$ cat src/rtl/scanline_pkg.sv
package scanline_pkg;
  localparam logic [7:0] HC_START_NARROW = 8'h85;
  localparam logic [7:0] HC_START_WIDE   = 8'hA5;
  localparam int STAT_BLANK_BIT = 2;
  localparam int STAT_HINT_BIT  = 7;
  localparam int CPU_DIV        = 7;
  localparam int CAP_CPU_CYC    = 36;
  localparam int ACK_CPU_CYC    = 44;

  function automatic logic [7:0] hc_start(input logic wide);
    return wide ? HC_START_WIDE : HC_START_NARROW;
  endfunction
endpackage

$ cat src/rtl/line_cycle_ctr.sv
module line_cycle_ctr #(
  parameter int LINE_CYCLES = 3416,
  parameter int CW = $clog2(LINE_CYCLES)
) (
  input  logic          clk,
  input  logic          rst_n,
  output logic [CW-1:0] cyc,
  output logic          line_end
);
  localparam logic [CW-1:0] LAST = CW'(LINE_CYCLES - 1);

  logic [CW-1:0] cyc_q, cyc_d;

  assign line_end = (cyc_q == LAST);
  assign cyc      = cyc_q;

  always_comb begin
    cyc_d = line_end ? '0 : cyc_q + 1'b1;
  end

  always_ff @(posedge clk or negedge rst_n) begin
    if (!rst_n) cyc_q <= '0;
    else        cyc_q <= cyc_d;
  end


  cyc_range_chk: assert property (@(posedge clk) disable iff (!rst_n)
    cyc_q <= LAST);


  cyc_wrap_chk: assert property (@(posedge clk) disable iff (!rst_n)
    line_end |=> (cyc_q == '0));
endmodule

$ cat src/rtl/hv_counter.sv
module hv_counter
  import scanline_pkg::*;
#(
  parameter int CW = 12,
  parameter int LINES = 262,
  parameter int VW = 9
) (
  input  logic          clk,
  input  logic          rst_n,
  input  logic [CW-1:0] cyc,
  input  logic          line_end,
  input  logic          wide_in,
  output logic [7:0]    hcount,
  output logic [VW-1:0] vcount,
  output logic          wide_q
);
  localparam logic [VW-1:0] LAST_LINE = VW'(LINES - 1);

  logic [7:0]    hc_q, hc_d;
  logic [VW-1:0] vc_q, vc_d;
  logic          wide_d, wq;
  logic          tick8;

  assign tick8 = (cyc[2:0] == 3'b111);

  always_comb begin
    hc_d   = hc_q;
    vc_d   = vc_q;
    wide_d = wq;
    if (line_end) begin
      hc_d   = hc_start(wide_in);
      wide_d = wide_in;
      vc_d   = (vc_q == LAST_LINE) ? '0 : vc_q + 1'b1;
    end else if (tick8) begin
      hc_d = hc_q + 8'd1;
    end
  end

  always_ff @(posedge clk or negedge rst_n) begin
    if (!rst_n) begin
      hc_q <= '0;
      vc_q <= '0;
      wq   <= 1'b0;
    end else begin
      hc_q <= hc_d;
      vc_q <= vc_d;
      wq   <= wide_d;
    end
  end

  assign hcount = hc_q;
  assign vcount = vc_q;
  assign wide_q = wq;


  mode_hold_chk: assert property (@(posedge clk) disable iff (!rst_n)
    !$past(line_end) |-> $stable(wq));


  vcount_step_chk: assert property (@(posedge clk) disable iff (!rst_n)
    !$stable(vc_q) |-> $past(line_end));


  vcount_range_chk: assert property (@(posedge clk) disable iff (!rst_n)
    vc_q <= LAST_LINE);


  hcount_rate_chk: assert property (@(posedge clk) disable iff (!rst_n)
    (!$past(line_end) && ($past(cyc[2:0]) != 3'b111)) |-> $stable(hc_q));
endmodule

$ cat src/rtl/line_reg_bank.sv
module line_reg_bank #(
  parameter int NREG = 16,
  parameter int DW = 8,
  parameter int AW = $clog2(NREG)
) (
  input  logic             clk,
  input  logic             rst_n,
  input  logic             wr_en,
  input  logic [AW-1:0]    wr_addr,
  input  logic [DW-1:0]    wr_data,
  input  logic             capture,
  output logic [NREG*DW-1:0] live_flat,
  output logic [NREG*DW-1:0] line_flat
);
  logic [DW-1:0] live_q [NREG];
  logic [DW-1:0] live_d [NREG];
  logic [DW-1:0] line_q [NREG];
  logic [DW-1:0] line_d [NREG];

  always_comb begin
    for (int i = 0; i < NREG; i++) begin
      live_d[i] = live_q[i];
      line_d[i] = capture ? live_q[i] : line_q[i];
    end
    if (wr_en) live_d[wr_addr] = wr_data;
  end

  always_ff @(posedge clk or negedge rst_n) begin
    if (!rst_n) begin
      for (int i = 0; i < NREG; i++) begin
        live_q[i] <= '0;
        line_q[i] <= '0;
      end
    end else begin
      for (int i = 0; i < NREG; i++) begin
        live_q[i] <= live_d[i];
        line_q[i] <= line_d[i];
      end
    end
  end

  for (genvar g = 0; g < NREG; g++) begin : g_flat
    assign live_flat[g*DW +: DW] = live_q[g];
    assign line_flat[g*DW +: DW] = line_q[g];
  end


  line_copy_only_at_capture_chk: assert property (@(posedge clk) disable iff (!rst_n)
    !$stable(line_flat) |-> $past(capture));
endmodule

$ cat src/rtl/scanline_timer.sv
module scanline_timer
  import scanline_pkg::*;
#(
  parameter int LINE_CYCLES = 3416,
  parameter int LINES = 262,
  parameter int ACT_START_NARROW = 2560,
  parameter int ACT_START_WIDE = 2560,
  parameter int NREG = 16,
  parameter int CTRL_REG = 1,
  parameter int DISP_BIT = 6,
  parameter int BORDER_REG = 7
) (
  input  logic              clk,
  input  logic              rst_n,
  input  logic              wide_mode,
  input  logic              int_ack,
  input  logic              wr_en,
  input  logic [3:0]        wr_addr,
  input  logic [7:0]        wr_data,
  output logic              hblank,
  output logic              hint_req,
  output logic [7:0]        hcount,
  output logic [8:0]        vcount,
  output logic [15:0]       status,
  output logic              cap_stb,
  output logic              ack_stb,
  output logic              disp_en,
  output logic [7:0]        border,
  output logic [NREG*8-1:0] line_regs
);
  localparam int CW = $clog2(LINE_CYCLES);
  localparam int CAP_DLY = CPU_DIV * CAP_CPU_CYC;
  localparam int ACK_DLY = CPU_DIV * ACK_CPU_CYC;
  localparam logic [CW-1:0] CAP_M1   = CW'(CAP_DLY - 1);
  localparam logic [CW-1:0] ACK_M1   = CW'(ACK_DLY - 1);
  localparam logic [CW-1:0] ACT_N_M1 = CW'(ACT_START_NARROW - 1);
  localparam logic [CW-1:0] ACT_W_M1 = CW'(ACT_START_WIDE - 1);

  logic [CW-1:0] cyc;
  logic          line_end, wide_q;
  logic          blank_q, blank_d, hint_q, hint_d;
  logic          cap_q, cap_d, ack_q, ack_d;
  logic          act_edge;
  logic [NREG*8-1:0] live_flat;

  line_cycle_ctr #(.LINE_CYCLES(LINE_CYCLES), .CW(CW)) u_cyc (
    .clk(clk), .rst_n(rst_n), .cyc(cyc), .line_end(line_end));

  hv_counter #(.CW(CW), .LINES(LINES), .VW(9)) u_hv (
    .clk(clk), .rst_n(rst_n), .cyc(cyc), .line_end(line_end),
    .wide_in(wide_mode), .hcount(hcount), .vcount(vcount), .wide_q(wide_q));

  line_reg_bank #(.NREG(NREG), .DW(8), .AW(4)) u_regs (
    .clk(clk), .rst_n(rst_n), .wr_en(wr_en), .wr_addr(wr_addr),
    .wr_data(wr_data), .capture(cap_d), .live_flat(live_flat),
    .line_flat(line_regs));

  assign act_edge = (cyc == (wide_q ? ACT_W_M1 : ACT_N_M1));

  always_comb begin
    blank_d = blank_q;
    if (line_end)      blank_d = 1'b1;
    else if (act_edge) blank_d = 1'b0;
    hint_d = hint_q;
    if (line_end)     hint_d = 1'b1;
    else if (int_ack) hint_d = 1'b0;
    cap_d = (cyc == CAP_M1);
    ack_d = (cyc == ACK_M1);
  end

  always_ff @(posedge clk or negedge rst_n) begin
    if (!rst_n) begin
      blank_q <= 1'b0;
      hint_q  <= 1'b0;
      cap_q   <= 1'b0;
      ack_q   <= 1'b0;
    end else begin
      blank_q <= blank_d;
      hint_q  <= hint_d;
      cap_q   <= cap_d;
      ack_q   <= ack_d;
    end
  end

  assign hblank   = blank_q;
  assign hint_req = hint_q;
  assign cap_stb  = cap_q;
  assign ack_stb  = ack_q;
  assign disp_en  = live_flat[CTRL_REG*8 + DISP_BIT];
  assign border   = live_flat[BORDER_REG*8 +: 8];

  always_comb begin
    status = '0;
    status[STAT_BLANK_BIT] = blank_q;
    status[STAT_HINT_BIT]  = hint_q;
  end


  line_start_events_chk: assert property (@(posedge clk) disable iff (!rst_n)
    line_end |=> (hblank && hint_req && (cyc == '0)));


  blank_clear_chk: assert property (@(posedge clk) disable iff (!rst_n)
    (act_edge && !line_end) |=> !hblank);


  strobe_apart_chk: assert property (@(posedge clk) disable iff (!rst_n)
    cap_stb |-> !ack_stb);


  hint_hold_chk: assert property (@(posedge clk) disable iff (!rst_n)
    (hint_req && !int_ack) |=> hint_req);


  hint_ack_chk: assert property (@(posedge clk) disable iff (!rst_n)
    (int_ack && !line_end) |=> !hint_req);
endmodule

$ cat config.mk
export PLATFORM = sky130hd
export DESIGN_NAME = scanline_timer
export DESIGN_NICKNAME = d
export VERILOG_FILES = /design/src/rtl/scanline_pkg.sv /design/src/rtl/line_cycle_ctr.sv /design/src/rtl/hv_counter.sv /design/src/rtl/line_reg_bank.sv /design/src/rtl/scanline_timer.sv
export SDC_FILE = /design/constraint.sdc
export NUM_CORES = 1
export LEC_CHECK = 0
export BUFFER_PORTS_ARGS = -buffer_cell sky130_fd_sc_hd__buf_2
export CELL_PAD_IN_SITES_DETAIL_PLACEMENT = 1
export CELL_PAD_IN_SITES_GLOBAL_PLACEMENT = 2
export CORE_MARGIN = 2
export CORE_UTILIZATION = 43
export DETAILED_ROUTE_END_ITERATION = 10
export GPL_TIMING_DRIVEN = 0
export PLACE_DENSITY_LB_ADDON = 0.1
export SYNTH_ARGS = -nofsm -noshare
export SYNTH_HDL_FRONTEND = slang
export SYNTH_SLANG_ARGS = --single-unit
$ cat constraint.sdc
create_clock -name clk -period 4.52 [get_ports clk]
set_clock_uncertainty 0.2 [all_clocks]
set_input_delay 0.904 -clock clk [delete_from_list [all_inputs] [get_ports clk]]
set_output_delay 0.904 -clock clk [all_outputs]
set_load 0.01 [all_outputs]
After elaboration in Yosys (flattened, before gate mapping):

Index checks and enable logic that the tools add are counted.

* logic and storage cells: 67
* output and inout port bits: 174
* flip-flop bits (word level): 289

* mux-type cells: 12
* add/subtract/negate cells: 3
* bitwise logic cells: 1
* equality and inequality tests: 6
* reductions and logical operators: 4
* $lt $le $gt $ge: 2

Operators by type and width (number)
* 128-bit bitwise mux: 1
* 8-bit demux with 4-bit select: 1
* 12-bit == test (second input constant): 2
* 8-bit 2-to-1 mux: 3
* 12-bit by 1-bit adder with 12-bit output (second input constant): 1
* 12-bit by 8-bit == test with 1-bit output (second input constant): 1
* 12-bit by 9-bit == test with 1-bit output (second input constant): 1
* 12-bit 2-to-1 mux: 1
* 9-bit by 1-bit adder with 9-bit output (second input constant): 1
* 9-bit == test (second input constant): 1
* 9-bit 2-to-1 mux: 1
* 8-bit by 1-bit adder with 8-bit output (second input constant): 1
* 6-bit 2-to-1 mux: 1
* 2-bit nonzero test: 3
* 5-bit >= comparator (second input constant): 1
* 5-bit by 1-bit less-than comparator with 1-bit output (second input constant): 1
* 4-bit NOT with 5-bit output: 1
* 1-bit 2-to-1 mux: 4
* 3-bit == test (second input constant): 1
* 1-bit logical AND: 1

Logic depth before layout (Yosys ltp):

* depth in word-level cells: 6
* gate-level depth with buffers: 6

Modules after synthesis:

A second synthesis with hierarchy kept.

* cell total of the unflattened synthesis: 741
* area total of the unflattened synthesis: 11380.9 um^2

Modules (own cells, without submodules)
* line_reg_bank: cells an instance 564, instances 1, area an instance 9569.2 um^2
* hv_counter: cells an instance 88, instances 1, area an instance 905.9 um^2
* line_cycle_ctr: cells an instance 53, instances 1, area an instance 586.8 um^2
* scanline_timer: cells an instance 36, instances 1, area an instance 319.1 um^2

Least setup slack after synthesis:

OpenSTA, ideal clock, no wires.

* kind: input port to flip-flop
* from: input port wr_addr[1]
* to: register u_regs.live_q, in the netlist u_regs.live_flat[24]
* cell stages on the path: 4
* setup time: 125 ps
* buffers on the path: 1
* slack: 2383 ps
* arrival time: 1812 ps
* cells stage by stage: nand3_1 -> nand2b_1 -> clkbuf_1 -> mux2_2

* word-level cells in the longest chain between the ends: 6
* elaborated cells on any way between the ends: 7

Ends and longest elaborated chain
* start, declared: RTL line scanline_timer.sv:18 `input logic [3:0] wr_addr,`
* 4-bit NOT with 5-bit output (not written as such) (*): RTL line line_reg_bank.sv:25 `if (wr_en) live_d[wr_addr] = wr_data;`
* 5-bit >= comparator (not written as such) / 5-bit by 1-bit less-than comparator with 1-bit output (equally long branches): RTL line line_reg_bank.sv:25
* 1-bit logical AND (not written as such): RTL line line_reg_bank.sv:25
* 8-bit 2-to-1 mux (not written as such): RTL line line_reg_bank.sv:25
* 8-bit demux with 4-bit select (*): RTL line line_reg_bank.sv:25
* 128-bit bitwise mux (*): RTL line line_reg_bank.sv:25
* end signal, assigned by index: RTL line line_reg_bank.sv:36 `live_q[i] <= live_d[i];`
* end, declared: RTL line line_reg_bank.sv:15 `logic [DW-1:0] live_q [NREG];`

Every way passes the cells marked *; elsewhere a longest branch is shown, timed or not.
A chain may end at the register's enable or synchronous reset.

Worst setup path in the final report:

* from: register u_regs.live_q, in the netlist u_regs.live_flat[59]
* to: output port border[3]

RTL lines
* end, declared: RTL line scanline_timer.sv:28 `output logic [7:0] border,`

No word-level cell between the ends.

==> metrics <==
achievable frequency=435 MHz; setup_tns=0 ns; final hold violation count=0; clock share of power=41.1%; TritonRoute pass-1 iters=4; grt total ovfl=0; net switching power=0.00132 W; synth warn=0; fraction of the mapped netlist area in simple logic gates=4.48%; Initial Util=43.8%; max-slew violation count=0; antenna diode count=0; FF-to-FF setup slack=2.33 ns; final std cells w/o fill=1318; Via Count=6652; crit path cell chain=buf_4 -> buf_2; core area=26900 sq um; vias in the first global route=7419; syn_area_per_cell=16.1 sq um; Hold WC Path Type=in2async; post-CTS sizing=0; Internal=0.00454 W; Routed WL per cell=20.7 microns; most frequent cells in the layout=dfrtp_1, buf_2, mux2_2, mux2_4, clkbuf_16; Placer Congestion=0.766; max incr delay on CP=0.40 ns; Clock Tree Buf Depth=3; Setup Viol. Count Final=0; number of max-cap violations=0; peak supply drop=0.269 mV; Lkg Pwr=7.54 nW; post-synthesis mux area share=28.2%; clk sinks=289; cell row count=60; RSZ-0062 raised after global routing=false; I/O pin cnt=191; startpoint type of the worst setup path=flop; kind of critical path=reg2out; relative slew slack=39.3%; Die X=169 microns; cell count after placement=1264; main combinational cell family by area after synthesis=multiplexers; FF-to-FF Start=u_cyc.cyc[0]; Mapped Cells=732; reg2reg end=u_regs.line_flat[59]; Remaining DRCs=0; Synth Cell Area=11800 sq um; nets=978; post-route minimum period=2.30 ns; post-route ant nets=0; hold bufs inserted after CTS=0; power per cell area=414 nW/um^2; commonest non-fill, non-tap cell in the layout=dfrtp_1; Max FO, Critical Path=3; DP Wirelength=18.3 mm; measured slew at the worst slew-check pin=0.911 ns; register area share after synthesis=61.5%; TritonCTS clock tree=done; worst path required time=3.42 ns; Primary FF master, synth=dfrtp_1; I/O Buffers=176; Starting DRT DRC Count=199; Critical Path AT=1.20 ns; status=finished, final reports clean; Die H=169 microns; Comb pwr share=7.6%; CTS buffer count=31; post-route clock period utilization=50.9%; final wirelength=27.3 mm; Area Overhead vs Synth=20.3%; Reg2Reg Depth=6; H-Tree Level Count=1; adder-cell share of the synthesized area=0.532%; slowest CP cell=dfrtp_1; number of flops mapped to enable cells by yosys=0; register bit total from synthesis=289; Worst-Skew Late Latency=0.54 ns; endpoint class of the critical path=output pin; DIE AREA=28700 sq um; CTS clk-pin slew, worst paths=0.06 ns; first-pass GRT wire length=43.6 mm; Compound-Gate Fraction of Synth Area=0.670%; initial antenna violation count=0; Post-synth ARST share=100%; Distinct cells, synth=39; largest net degree at the start of global routing=125; Flop pwr share=51.2%; sw frac=22.5%; All-Layer GR Usage=19.4%; clock root cell=clkbuf_16; fraction of layout cells with a size suffix above 1=54.6%; vias per std cell=5.05; XOR/XNOR Fraction of Synth Area=1.27%; Post-CTS Setup Inserts=0
-- through the flow --
step,worst slack (ns),hold slack [ns],total power (W),util (%),instance area (sq um)
finish,2.22,0.0885,0.00586,52.7,14200
global route,2.17,0.105,0.00611,52.7,14200
CTS,2.19,0.0825,0.00594,52.7,14200
detailed placement,1.88,0.254,0.00350,49.1,13200
global placement,-2.78,0.245,0.00345,48.8,13100
floorplan,2.38,0.233,0.00331,-,11800
-- cell usage after synthesis, types with 2 or more instances --
master    number  share of area, %
nand2_1       14              0.45
nand2b_1       6              0.32
mux2_4       109                14
nand4b_1       2              0.15
and4_1         2              0.15
xor2_1        10              0.74
nand3b_1       4              0.26
buf_6         11               1.1
buf_2          7              0.30
dfrtp_1      289                61
mux2_2       148                14
clkbuf_1      10              0.32
xnor2_1        7              0.52
a21o_1         3              0.19
nand4_1       10              0.53
or3_1          3              0.16
nor2_2         9              0.48
buf_4         25               1.6
inv_1          4              0.13
nand3_1        6              0.26
and3_1         6              0.32
ha_1           5              0.53
nor3_1         3              0.13
and2_1         3              0.16
nor2_1        16              0.51
o21ai_0        7              0.30
-- kinds of logic after synthesis --
kind of cell / Yosys count
adder cells (fa/ha/maj): 5
XOR/XNOR: 17
multiplexers: 258
other: 1
AND/OR/NAND/NOR: 92
buffers and inverters: 57
AO/OA/AOI/OAI: 13
flip-flops: 289
-- final cells by class --
class / count / area [sq um]
Sequential cell: 289 / 7230
Tap cell: 341 / 427
Multi-Input combinational cell: 399 / 4180
Buffer: 53 / 384
Timing Repair Buffer: 178 / 946
Fill cell: 2641 / 12700
Clock inverter: 6 / 58.8
Inverter: 4 / 15.0
Clock buffer: 48 / 910
-- power groups by stage --
| stage | registers (W) | logic, W | clock network (W) |
|---|---|---|---|
| after global placement | 0.00302 | 0.000424 | 0 |
| after detailed placement | 0.00305 | 0.000455 | 0 |
| after floorplan | 0.00300 | 0.000310 | 0 |
| after global routing | 0.00304 | 0.000494 | 0.00258 |
| after CTS | 0.00301 | 0.000459 | 0.00248 |
| final | 0.00300 | 0.000447 | 0.00241 |
-- worst max path at each step --
stage | start | endpoint | slack, ns | cells past startpoint
after CTS | hblank | status[2] | 2.19 | 2
after global placement | rst_n | u_regs.line_flat[115] | -2.78 | 1
final | u_regs.live_flat[59] | border[3] | 2.22 | 2
after global routing | u_regs.live_flat[62] | border[6] | 2.17 | 2
after floorplan | wr_addr[1] | u_regs.live_flat[24] | 2.38 | 4
after detailed placement | wr_addr[1] | u_regs.live_flat[73] | 1.88 | 4
-- per-layer routing --
metal,routed length (microns),part of all wire (%),global-route usage (%),vias to the layer above
met4,456,1.7,4.09,0
met1,12000,44,25.8,3504
met3,1280,4.7,3.68,33
li1,-,-,-,2974
met2,13600,50,33.5,141
met5,0,0,0,-
-- registers in the layout, summed over array words and instances, names as in the netlist --
register / flops
ack_stb: 1
cap_stb: 1
hblank: 1
hint_req: 1
u_cyc.cyc: 12
u_hv.hcount: 8
u_hv.vcount: 9
u_regs.line_flat: 128
u_regs.live_flat: 128
-- worst max-delay path, delay by kind of cell (launching register included) --
kind,cells,cell delay [ns]
flip-flops,1,0.40
buffers and inverters,2,0.27
Power figures use the tool's default switching activity.
